==> src/rtl/cap_pkg.sv <==
package cap_pkg;

  typedef enum logic [2:0] {
    S_IDLE    = 3'd0,
    S_FILL    = 3'd1,
    S_READY   = 3'd2,
    S_POST    = 3'd3,
    S_DONE    = 3'd4,
    S_READOUT = 3'd5
  } capState_e;

  // strobes from control to datapath
  typedef struct packed {
    logic addrClr;
    logic wrEn;
    logic trigLatch;
    logic rdLoad;
    logic rdStep;
  } capCtl_t;

endpackage

==> src/rtl/cap_ctrl.sv <==
module cap_ctrl
  import cap_pkg::*;
#(
  parameter int ADDR_W = 6
) (
  input  logic            clk,
  input  logic            rstN,
  input  logic            arm,
  input  logic [ADDR_W:0] preLen,
  input  logic [ADDR_W:0] postLen,
  input  logic            sampleValid,
  input  logic            trigIn,
  input  logic            readStart,
  input  logic            rdNext,
  output capState_e       state,
  output capCtl_t         ctl,
  output logic            rdValid
);
  localparam int CNT_W = ADDR_W + 1;

  capState_e        nextState;
  logic [2:0]       trigSync;
  logic             trigRise;
  logic [CNT_W-1:0] fillCnt;
  logic [CNT_W-1:0] postCnt;
  logic [CNT_W-1:0] rdLeft;

  assign trigRise = trigSync[1] & ~trigSync[2];
  assign rdValid  = (state == S_READOUT) && (rdLeft != '0);

  always_comb begin
    nextState = state;
    ctl       = '0;
    unique case (state)
      S_IDLE: begin
        if (arm) begin
          ctl.addrClr = 1'b1;
          nextState   = S_FILL;
        end
      end
      S_FILL: begin
        ctl.wrEn = sampleValid;
        if (fillCnt >= preLen) nextState = S_READY;
      end
      S_READY: begin
        ctl.wrEn = sampleValid;
        if (trigRise) begin
          ctl.trigLatch = 1'b1;
          nextState     = S_POST;
        end
      end
      S_POST: begin
        if (postCnt == '0) nextState = S_DONE;
        else ctl.wrEn = sampleValid;
      end
      S_DONE: begin
        if (arm) begin
          ctl.addrClr = 1'b1;
          nextState   = S_FILL;
        end else if (readStart) begin
          ctl.rdLoad = 1'b1;
          nextState  = S_READOUT;
        end
      end
      S_READOUT: begin
        if (rdLeft == '0) nextState = S_IDLE;
        else ctl.rdStep = rdNext;
      end
      default: nextState = S_IDLE;
    endcase
  end

  always_ff @(posedge clk or negedge rstN) begin
    if (!rstN) begin
      state    <= S_IDLE;
      trigSync <= '0;
      fillCnt  <= '0;
      postCnt  <= '0;
      rdLeft   <= '0;
    end else begin
      state    <= nextState;
      trigSync <= {trigSync[1:0], trigIn};
      if (ctl.addrClr)
        fillCnt <= '0;
      else if (state == S_FILL && sampleValid && fillCnt != '1)
        fillCnt <= fillCnt + 1'b1;
      if (ctl.trigLatch)
        postCnt <= postLen;
      else if (state == S_POST && ctl.wrEn)
        postCnt <= postCnt - 1'b1;
      if (ctl.rdLoad)
        rdLeft <= preLen + postLen;
      else if (ctl.rdStep)
        rdLeft <= rdLeft - 1'b1;
    end
  end

endmodule

==> src/rtl/cap_datapath.sv <==
module cap_datapath
  import cap_pkg::*;
#(
  parameter int ADDR_W = 6,
  parameter int DATA_W = 12
) (
  input  logic              clk,
  input  logic              rstN,
  input  capCtl_t           ctl,
  input  logic [ADDR_W-1:0] preLow,
  input  logic [DATA_W-1:0] sampleData,
  output logic [ADDR_W-1:0] trigAddr,
  output logic [DATA_W-1:0] rdData
);
  localparam int DEPTH = 1 << ADDR_W;

  logic [DATA_W-1:0] winMem [DEPTH];
  logic [ADDR_W-1:0] wrAddr;
  logic [ADDR_W-1:0] rdAddr;

  always_ff @(posedge clk) begin
    if (ctl.wrEn) winMem[wrAddr] <= sampleData;
  end

  always_ff @(posedge clk or negedge rstN) begin
    if (!rstN) begin
      wrAddr   <= '0;
      trigAddr <= '0;
      rdAddr   <= '0;
    end else begin
      if (ctl.addrClr)   wrAddr <= '0;
      else if (ctl.wrEn) wrAddr <= wrAddr + 1'b1;
      if (ctl.trigLatch) trigAddr <= wrAddr + ADDR_W'(ctl.wrEn);
      if (ctl.rdLoad)      rdAddr <= trigAddr - preLow;
      else if (ctl.rdStep) rdAddr <= rdAddr + 1'b1;
    end
  end

  assign rdData = winMem[rdAddr];

endmodule

==> src/rtl/trig_window_capture.sv <==
module trig_window_capture
  import cap_pkg::*;
#(
  parameter int ADDR_W = 6,
  parameter int DATA_W = 12
) (
  input  logic              clk,
  input  logic              rstN,
  input  logic              arm,
  input  logic [ADDR_W:0]   preLen,
  input  logic [ADDR_W:0]   postLen,
  input  logic              sampleValid,
  input  logic [DATA_W-1:0] sampleData,
  input  logic              trigIn,
  input  logic              readStart,
  input  logic              rdNext,
  output logic [2:0]        stateOut,
  output logic              done,
  output logic [ADDR_W-1:0] trigAddr,
  output logic              rdValid,
  output logic [DATA_W-1:0] rdData
);
  capState_e state;
  capCtl_t   ctl;

  cap_ctrl #(.ADDR_W(ADDR_W)) uCtrl (
    .clk(clk), .rstN(rstN), .arm(arm), .preLen(preLen), .postLen(postLen),
    .sampleValid(sampleValid), .trigIn(trigIn), .readStart(readStart),
    .rdNext(rdNext), .state(state), .ctl(ctl), .rdValid(rdValid)
  );

  cap_datapath #(.ADDR_W(ADDR_W), .DATA_W(DATA_W)) uData (
    .clk(clk), .rstN(rstN), .ctl(ctl), .preLow(preLen[ADDR_W-1:0]),
    .sampleData(sampleData), .trigAddr(trigAddr), .rdData(rdData)
  );

  assign stateOut = state;
  assign done     = (state == S_DONE);

endmodule

==> config.mk <==
export PLATFORM = sky130hd
export DESIGN_NAME = trig_window_capture
export DESIGN_NICKNAME = d
export VERILOG_FILES = /design/src/rtl/cap_pkg.sv /design/src/rtl/cap_ctrl.sv /design/src/rtl/cap_datapath.sv /design/src/rtl/trig_window_capture.sv
export SDC_FILE = /design/constraint.sdc
export NUM_CORES = 1
export LEC_CHECK = 0
export BUFFER_PORTS_ARGS = -buffer_cell sky130_fd_sc_hd__buf_4
export CAP_MARGIN = 20
export CORE_MARGIN = 2
export CORE_UTILIZATION = 45
export CTS_CLUSTER_DIAMETER = 80
export DETAILED_ROUTE_END_ITERATION = 8
export GPL_ROUTABILITY_DRIVEN = 0
export PLACE_DENSITY = 0.61
export SLEW_MARGIN = 30
export SYNTH_ARGS = -nofsm -noshare
export SYNTH_HDL_FRONTEND = slang
export SYNTH_SLANG_ARGS = --single-unit
==> constraint.sdc <==
create_clock -name clk -period 3.5 [get_ports clk]
set_clock_uncertainty 0.2 [all_clocks]
set_input_delay 0 -clock clk [delete_from_list [all_inputs] [get_ports clk]]
set_output_delay 0 -clock clk [all_outputs]
set_load 0.1 [all_outputs]
Yosys cells after proc, flatten, opt, wreduce, memory -nomap -nowiden
Memory sizes are Yosys's and may differ from the RTL's.
Index checks and enable logic that the tools add are counted.
- add/sub/neg operators: 8
- $lt $le $gt $ge: 1
- eq/ne operators: 12
- mux-type cells: 31
- bitwise operators: 2
- reductions and logical operators: 15
- operators by type and width (cell ; number):
    $mux W7 ; 6
    $mux W6 ; 4
    $mux W3 ; 7
    $pmux W3 S6 ; 1
    $logic_not A7 Y1 ; 2
    $sub A7 B1 Y7 const B ; 2
    $add A6 B1 Y6 const B ; 2
    $mux W1 ; 12
    $reduce_bool A2 Y1 ; 4
    $add A7 B1 Y7 const B ; 1
    $add A7 B7 Y7 ; 1
    $ge A7 B7 Y1 ; 1
    $ne A7 B7 Y1 const B ; 1
    $reduce_bool A7 Y1 ; 1
    $add A6 B1 Y6 ; 1
    $eq A3 B2 Y1 const B ; 2
    $eq A3 B3 Y1 const B ; 2
    $ne A2 B1 Y1 const B ; 3
    $reduce_and A6 Y1 ; 1
    $sub A6 B6 Y6 ; 1
    $logic_and A1 B1 Y1 ; 4
    $ne A2 B2 Y1 const B ; 2
    $reduce_or A2 Y1 ; 2
    $eq A3 B1 Y1 const B ; 1
    5 further kinds ; 5
- register bits after elaboration: 45
- memory bits (writable): 768
- word-level logic and storage cells: 78
- memories: 1
- memories (memory ; words ; width ; read ports ; clocked after memory_dff ; write ports ; line ; RTL):
    uData.winMem ; 64 ; 12 ; 1 ; 0 ; 1 ; cap_datapath.sv:17 ; logic [DATA_W-1:0] winMem [DEPTH];

Longest topological paths before layout
Gate-level depths: netlist (run 1).
- word-level depth: 6
- depth in mapped cells: 11
- gate-level depth less buffers: 10

By module
Synthesis (run 1) repeated with hierarchy kept, for this count alone.
- cells, all modules: 1716
- area total of the unflattened synthesis: 32852.8 um2
- modules (own cells, without submodules) (module ; times used ; cells an instance ; area an instance (um2) ; seq. area each (um2)):
    cap_datapath ; 1 ; 1516 ; 30983.5 ; 23512.6
    cap_ctrl ; 1 ; 199 ; 1856.8 ; 675.6
    trig_window_capture ; 1 ; 1 ; 12.5 ; 0.0

Worst setup path after synthesis (run 1)
No wires, ideal clock.
- kind: register to output
- start: register uData.rdAddr[1]
- end: output port rdData[4]
- data arrival time: 4.426 ns
- required time: 3.300 ns
- setup slack: -1.126 ns
- cell stages (with the launch flop): 8
- path through: dfrtp_1 -> buf_2 -> or3b_2 -> clkbuf_1 -> buf_2 -> o221ai_1 -> a221oi_1 -> nor4_1
- word-level cells in the longest chain between the ends: 1
- RTL lines (what ; line ; RTL):
    from (decl) ; cap_datapath.sv:19 ; logic [ADDR_W-1:0] rdAddr;
    from (signal assigned) ; cap_datapath.sv:34 ; if (ctl.rdLoad) rdAddr <= trigAddr - preLow;
    from (signal assigned) ; cap_datapath.sv:35 ; else if (ctl.rdStep) rdAddr <= rdAddr + 1'b1;
    $mem_v2 Z64 W12 ; n/a ;
    to (decl) ; trig_window_capture.sv:21 ; output logic [DATA_W-1:0] rdData
No other way between the ends.

Worst setup path in the final report (run 1)
- start: register uData.rdAddr[0]
- end: output port rdData[2]
Same word-level chain as after synthesis.

==> impl_summary.md, run 1 <==
STA
At the pin with the least slew margin, the transition time is 909 ps. The number of hold violations in the final report is 0. Setup violations remaining at the end of the flow were counted as 0.

In the post-route analysis, the smallest setup slack over all paths is 44.8 ps. The clock period minus final worst setup slack is 3460 ps. The final count of pins violating max slew came to 0. Setup repair after global routing could not meet its margin everywhere.

The share of the clock period used by the worst path after layout is 0.987. The upper clock frequency limit is 289 MHz. Headroom to the max-slew limit came out at 0.392.

Routing
In this run the remaining antenna-violating nets after routing total 0. For this run, design rule violations remaining after detail routing come to 0. The average wire per standard cell is 27.4 µm. The final layout contains routed wiring with a total length of 81500 µm. For this run, the detailed router's first-pass iteration total came to 5.

The number of vias after detailed routing is 17300. In this run, the number of DRC markers left after iteration 0 of detailed routing was 1659. The average vias per placed instance is 5.80.

Global route
The initial antenna violation count is 0. The global routing met3 resource utilization is 0.0427. The maximum number of pins on one net before global-route repair is 65. The via count of the first global-routing pass came to 17500. The total routing resource utilization after global routing is 0.222. The routing usage on met1 is 0.314. The total overflow left after global routing is 0. The first global-routing pass estimated 119000 µm of wire.

The most crowded layer after global routing is met2. The met2 layer usage reported by global route is 0.353.

Setup path
The number of cells on the worst reg-to-reg path is 7. The maximum fanout encountered on the critical timing path is 14. The worst reg2reg path startpoint is uCtrl.rdLeft[3]. The capture point of the critical path is rdData[2]. The most critical setup path has its startpoint at uData.rdAddr[0]. The endpoint identified for the worst register-to-register timing path is uCtrl.rdLeft[6]. For the worst setup path, the data required time is 3300 ps.

The classification of the worst setup path is flop to primary output. STA classifies the critical path startpoint as a flop. The data arrival time of the critical path is 3260 ps. STA classifies the critical path endpoint as a primary output. The setup check on the worst reg-to-reg path leaves a slack of 500 ps.

Outcome
The run finished with clean final reports.

Layout
The multi-input combinational cells in the finished layout cover a total of 8200 µm². The number of filler instances in the final layout is 5528. The post-layout net count is 2029. Compared with the post-synthesis result, the final layout area differs by 19.9%. 0 antenna diodes ended up in the layout. In the final layout, the share of cells above drive strength 1 is 0.290.

The flip-flop and latch area is 24200 µm².

Yosys
The synthesized design contains 768 enable-type register cells. The cell type with the highest aggregate area in the netlist is edfxtp_1. The portion of synthesized cell area occupied by the leading cell type is 0.708. After synthesis, the cell types taking the most area are edfxtp_1 71%, mux4_2 10%, mux2i_1 3.7%, dfrtp_1 3.5%, nor2_1 1.4%.

The netlist uses 52 different library cells. The most common cell in the synthesized netlist is edfxtp_1. The share of flip-flops with an asynchronous set or reset is 0.0554.

Synthesis produced a netlist whose cell count is 1684. Sorting the synthesized cells by how often they occur yields 768 x edfxtp_1, 145 x mux4_2, 124 x nor2_1, 120 x mux2i_1, 45 x dfrtp_1. The top flip-flop cell by instance count after synthesis is edfxtp_1. The synthesized cell area is 32600 µm².

The sequential share of the synthesized area is 0.743. The number of warnings printed during yosys synthesis is 0. The average instance in the mapped netlist occupies 19.3 µm². Synthesis inferred 813 register bits. Synthesis produced a netlist with a net count of 1746.

Placed design
The count of input and output buffers is 55. The worst slack after detailed placement is 153 ps. The detailed-placement wirelength estimate is 48700 µm.

Clock tree
Counting every sink on the clock net gives 813. The number of buffers inserted during clock tree synthesis is 84. No sink is reached through more buffers than the 3 on the longest clock path. The clock-pin slew reported for the worst setup and hold paths after clock tree synthesis is 60 ps. The level count of the clock H-tree is 3. In this run the clock root is driven by a clkbuf_16.

The clock latency on the worst-skew pair is 630 ps. TritonCTS built the clock tree.

Pwr
The power consumption is 31.3 mW. Dividing total power by cell area gives a power density of 803 nW/µm². The static power due to leakage is 13.1 nW. The maximum vdd drop is 1.12 mV.

Run
Across the run, the number of max-cap violations was 0.

Floorplanning
The floorplan step defined a die boundary enclosing 74500 µm². For this configuration, the core starts out at a cell density of 0.455. The area of the core is 71600 µm².

The total number of placement rows is 98. For this design the top-level I/O count stands at 56. Measured along the y axis, the die boundary spans 273 µm. The floorplan step set the die width to 273 µm.

Hold path
The number of cells traversed by the worst hold path is 0. The classification of the worst-slack hold path is flop to flop.
==> cell type report <==
class	count	area share
clock buffer	100	0.0559
tap	950	0.0305
clock inverter	45	0.0133
inverter	17	0.00163
sequential	813	0.620
timing repair buffer	291	0.0687
multi-input combinational	760	0.210
==> state kept, by name, indices dropped and copies added, names as in the netlist <==
name            cells
uCtrl.fillCnt       7
uCtrl.rdLeft        7
uCtrl.trigSync      3
uData.trigAddr      6
uData.winMem      768
uData.wrAddr        6
uData.rdAddr        6
uCtrl.state         3
uCtrl.postCnt       7
==> per-layer routing <==
layer | routed length (µm) | vias to the layer above
li1 | - | 7438
met1 | 35300 | 9122
met2 | 38900 | 581
met3 | 5210 | 115
met4 | 2070 | 0
met5 | 0 | -
==> cells in the final DEF, fill, tap and decap left out, types with 15 or more instances in the layout <==
cell and instances:
dfrtp_1 41, ha_1 27, buf_4 204, nor2_1 118, mux4_2 145, xor2_1 22, inv_1 17, o221ai_1 24
edfxtp_1 768, clkbuf_16 85, mux2i_1 110, dlygate4sd3_1 56, clkbuf_1 15, mux2_2 28, a21oi_1 24, o22ai_1 24
nand2_1 38, xnor2_1 19
==> cells by family after synthesis <==
kind of cell	after synthesis	synth area share
flops	813	0.743
xor+xnor	41	0.0110
mux	293	0.147
buf+inv	111	0.0175
simple gates	241	0.0342
compound gates	156	0.0359
fa+ha+maj	29	0.0116
==> critical path, cell delays in order, from the launching register on <==
cell      delay [ps]
dfrtp_4          510
buf_16           220
buf_16           190
mux4_2           560
mux2_2           280
a221oi_1         330
buf_4            190
nor4_4            50
buf_4            250
==> power by group <==
group,leakage [nW],internal (mW),switching (mW)
sequential,7.46,11.0,0.343
combinational,4.33,4.55,6.60
clock,1.31,5.13,3.72
==> through the flow <==
| step | instance area [µm²] | util | hold WS (ps) | setup TNS [ps] | instances |
|---|---|---|---|---|---|
| floorplan | 32600 | - | -496 | 0 | 1684 |
| global placement | 35200 | 0.492 | -161 | 0 | 2764 |
| detailed placement | 35200 | 0.492 | -151 | 0 | 2764 |
| CTS | 38800 | 0.542 | 118 | -207 | 2975 |
| global route | 39000 | 0.545 | 158 | -98.5 | 2976 |
| finish | 39000 | 0.545 | 149 | 0 | 2976 |
==> how the worst min path moves through the flow <==
stage | slack [ps] | from | to
after floorplan | -500 | rstN | uCtrl.fillCnt[0]
after global placement | -160 | rstN | uCtrl.fillCnt[4]
after global routing | 160 | uCtrl.trigSync[0] | uCtrl.trigSync[1]
after detailed placement | -150 | rstN | uCtrl.fillCnt[5]
final | 150 | uCtrl.trigSync[0] | uCtrl.trigSync[1]
after CTS | 120 | postLen[0] | uCtrl.rdLeft[0]
==> what timing repair did <==
item / 4_1_cts / 5_1_grt
cloned: 3 / 0
endpoints found under the hold margin: 850 / 0
pin swaps: 1 / 5
hold buffers: 57 / 0
setup endpoints to repair: 12 / 12
resized for setup: 38 / 32
buffers inserted: 6 / 1
Power figures use the tool's default switching activity.
==> run 2: changes to the inputs <==
ABC_AREA = 1   (was default)
==> impl_summary.md, run 2 <==
Clock tree
The clock latency on the worst-skew pair is 630 ps. The library cell used as clock root buffer is clkbuf_16. For this design, the sink count on the clock tree is 813. The longest clock path from root to sink contains 3 buffers. The level count of the clock H-tree is 3. The clock tree from TritonCTS is done. The number of buffers inserted during clock tree synthesis is 87. After clock tree synthesis, the clock-pin slew on the worst setup and hold paths is 60 ps.

Setup path
The element type at the critical path start is a flop. Tracing the worst setup path back leads to its startpoint at uData.rdAddr[1]. The startpoint identified for the worst register-to-register timing path is uData.trigAddr[2].

The data arrival time of the critical path is 3340 ps. In this run the worst path has a maximum fanout of 59. STA puts the critical path data required time at 3300 ps.

The worst setup path is of the flop to primary output kind. The critical path endpoint category is a primary output. The setup slack of the most critical reg-to-reg path is 180 ps.

Layout
The final core area utilization is 0.522. The net count of the finished layout is 3587. The design area is 41100 µm². The top cell types in the final layout, fill and taps aside, are 1135 x nand2_1, 768 x edfxtp_1, 455 x nand3_1, 300 x inv_1, 219 x nor2_1. The flip-flop count of the largest register, all copies and words added is 768.

The area growth from synthesis to layout is 15.3%. The fraction of layout instances using a drive strength above 1 is 0.0965. The register bank with the most flops is uData.winMem. 0 antenna diodes ended up in the layout. Leaving out fill and tap cells, the most frequent cell in the layout is nand2_1.

Floorplanning
The die outline width is 285 µm. In this run the standard cell core region covers 78700 µm². The starting density of the core is 0.452. After floorplanning, the core was divided into 103 placement rows.

The number of top-level pins is 56. The y dimension of the die is 285 µm. The floorplan step defined a die boundary enclosing 81400 µm².

Pwr
The worst-case IR drop observed on VDD is 1.25 mV. Total power for the finished layout comes to 33.6 mW. Dividing total power by cell area gives a power density of 817 nW/µm². The static power due to leakage is 16.3 nW.

STA
The number of hold violations in the final report is 0. The sum of negative setup slack is -36.6 ps. The measured slew at the worst slew-check pin is 934 ps.

Setup repair after global routing could not meet its margin everywhere. The clock period minus final worst setup slack is 3540 ps. The worst slew margin relative to its limit is 0.377. The share of the clock period used by the worst path after layout is 1.01. The final setup violation count is 1. The final count of pins violating max slew came to 0.

In the post-route analysis, the smallest setup slack over all paths is -36.6 ps. The upper clock frequency limit is 283 MHz.

Global route
In the global route stage, overall resource usage came out at 0.237. The initial antenna violation count is 2. The sum of overflow across all layers after global routing is 0.

The via count of the first global-routing pass is 23600. The maximum number of pins on one net before global-route repair is 74. The global-route wire length before repair is 145000 µm.

Yosys
The cell type with the highest aggregate area in the netlist is edfxtp_1. The number of warnings printed during yosys synthesis is 0. The post-synthesis average cell area is 10.6 µm².

The synthesized design contains 813 register bits. In the synthesized netlist the dominant register cell turns out to be edfxtp_1. The portion of synthesized cell area occupied by the leading cell type is 0.647. By area the synthesized netlist is led by edfxtp_1 65%, nand2_1 12%, nand3_1 6.4%, inv_1 3.2%, dfrtp_1 3.2%. In this run, synthesis inferred 768 flip-flops with an integrated enable.

The most common cell in the synthesized netlist is nand2_1. The number of nets handed over by synthesis was 3435. The instance count of the mapped netlist is 3373. After synthesis the cells add up to 35600 µm².

The commonest cells after synthesis are 1137 x nand2_1, 768 x edfxtp_1, 455 x nand3_1, 302 x inv_1, 219 x nor2_1. The netlist uses 46 different library cells. For this run, the register share of the synthesized area comes to 0.679. The share of flip-flops with an asynchronous set or reset is 0.0554.

Placed design
The count of input and output buffers is 55. After legalization and detailed placement, the total HPWL measured 55500 µm. The placed instances occupy a cell area of 37500 µm².

The worst slack after detailed placement is 683 ps.

Routing
The count of nets left with antenna violations once routing finished came out at 0. The first routing iteration left 2595 violations. The number of iterations in the first detailed-routing pass is 6.

The average wire per standard cell is 20.9 µm. The number of vias after detailed routing is 24600. The final layout contains routed wiring with a total length of 96900 µm. The DRC violations left is 0. The average vias per placed instance is 5.29.

Hold path
The hold path startpoint is uCtrl.trigSync[0]. The classification of the worst-slack hold path is flop to flop.

Run
Max-cap violations in this run came to 0.

Outcome
The final reports fail on setup timing. The run finished, with violations left.
[run 2: per-stage QoR]
step / hold slack (ps) / std cells
2_1_floorplan: -496 / 3373
3_3_place_gp: -138 / 4419
3_5_place_dp: -137 / 4419
4_1_cts: 153 / 4643
5_1_grt: 167 / 4645
6_report: 158 / 4645
[run 2: metal layers]
metal  part of all wire  GRT usage  vias to the layer above  routed length (µm)
met5            0.00013          0                        -                  13
met4              0.030     0.0796                        2                2860
met3              0.084     0.0474                      157                8100
met2               0.46      0.371                      961               44500
met1               0.43      0.334                    11900               41400
li1                   -          -                    11600                   -
[run 2: final cells by class]
cell class | instances | area [µm²]
Inverter | 315 | 1210
Multi-Input combinational cell | 2072 | 9340
Fill cell | 6853 | 37700
Timing Repair Buffer | 236 | 2160
Clock buffer | 114 | 2370
Sequential cell | 813 | 24200
Tap cell | 1050 | 1310
Clock inverter | 45 | 483
[run 2: repair_timing]
action | in CTS | in global routing
endpoints found under the setup margin | 0 | 14
buffers inserted | 0 | 2
endpoints found under the hold margin | 851 | 0
gates resized for setup | 0 | 16
hold buffers | 65 | 0
[run 2: final timing paths]
kind,depth (start not counted),to
min in group asynchronous,4,uCtrl.rdLeft[1]
hold reg to reg,0,uCtrl.trigSync[1]
max in group asynchronous,4,uData.rdAddr[0]
setup reg to reg,11,uData.rdAddr[5]
hold / removal,0,uCtrl.trigSync[1]
setup / recovery,9,rdData[6]
[run 2: critical path: stages (launching register included)]
cell and delay (ps):
dfrtp_4 640, inv_8 260, buf_16 290, nand2_1 90
a21oi_1 400, nor2_1 140, nand2_1 140, nand3_1 80
nand2_1 220, buf_4 340
[run 2: logic make-up after synthesis]
| group | after synthesis | share of synthesized area |
|---|---|---|
| flops | 813 | 0.679 |
| simple gates | 1853 | 0.219 |
| fa+ha+maj | 29 | 0.0106 |
| compound gates | 175 | 0.0280 |
| buf+inv | 488 | 0.0603 |
| xor+xnor | 15 | 0.00369 |
[run 2: power breakdown]
group          internal (mW)  switching (mW)
combinational           3.48            9.48
sequential              11.0           0.404
clock                   5.50            3.72
total                   20.0            13.6
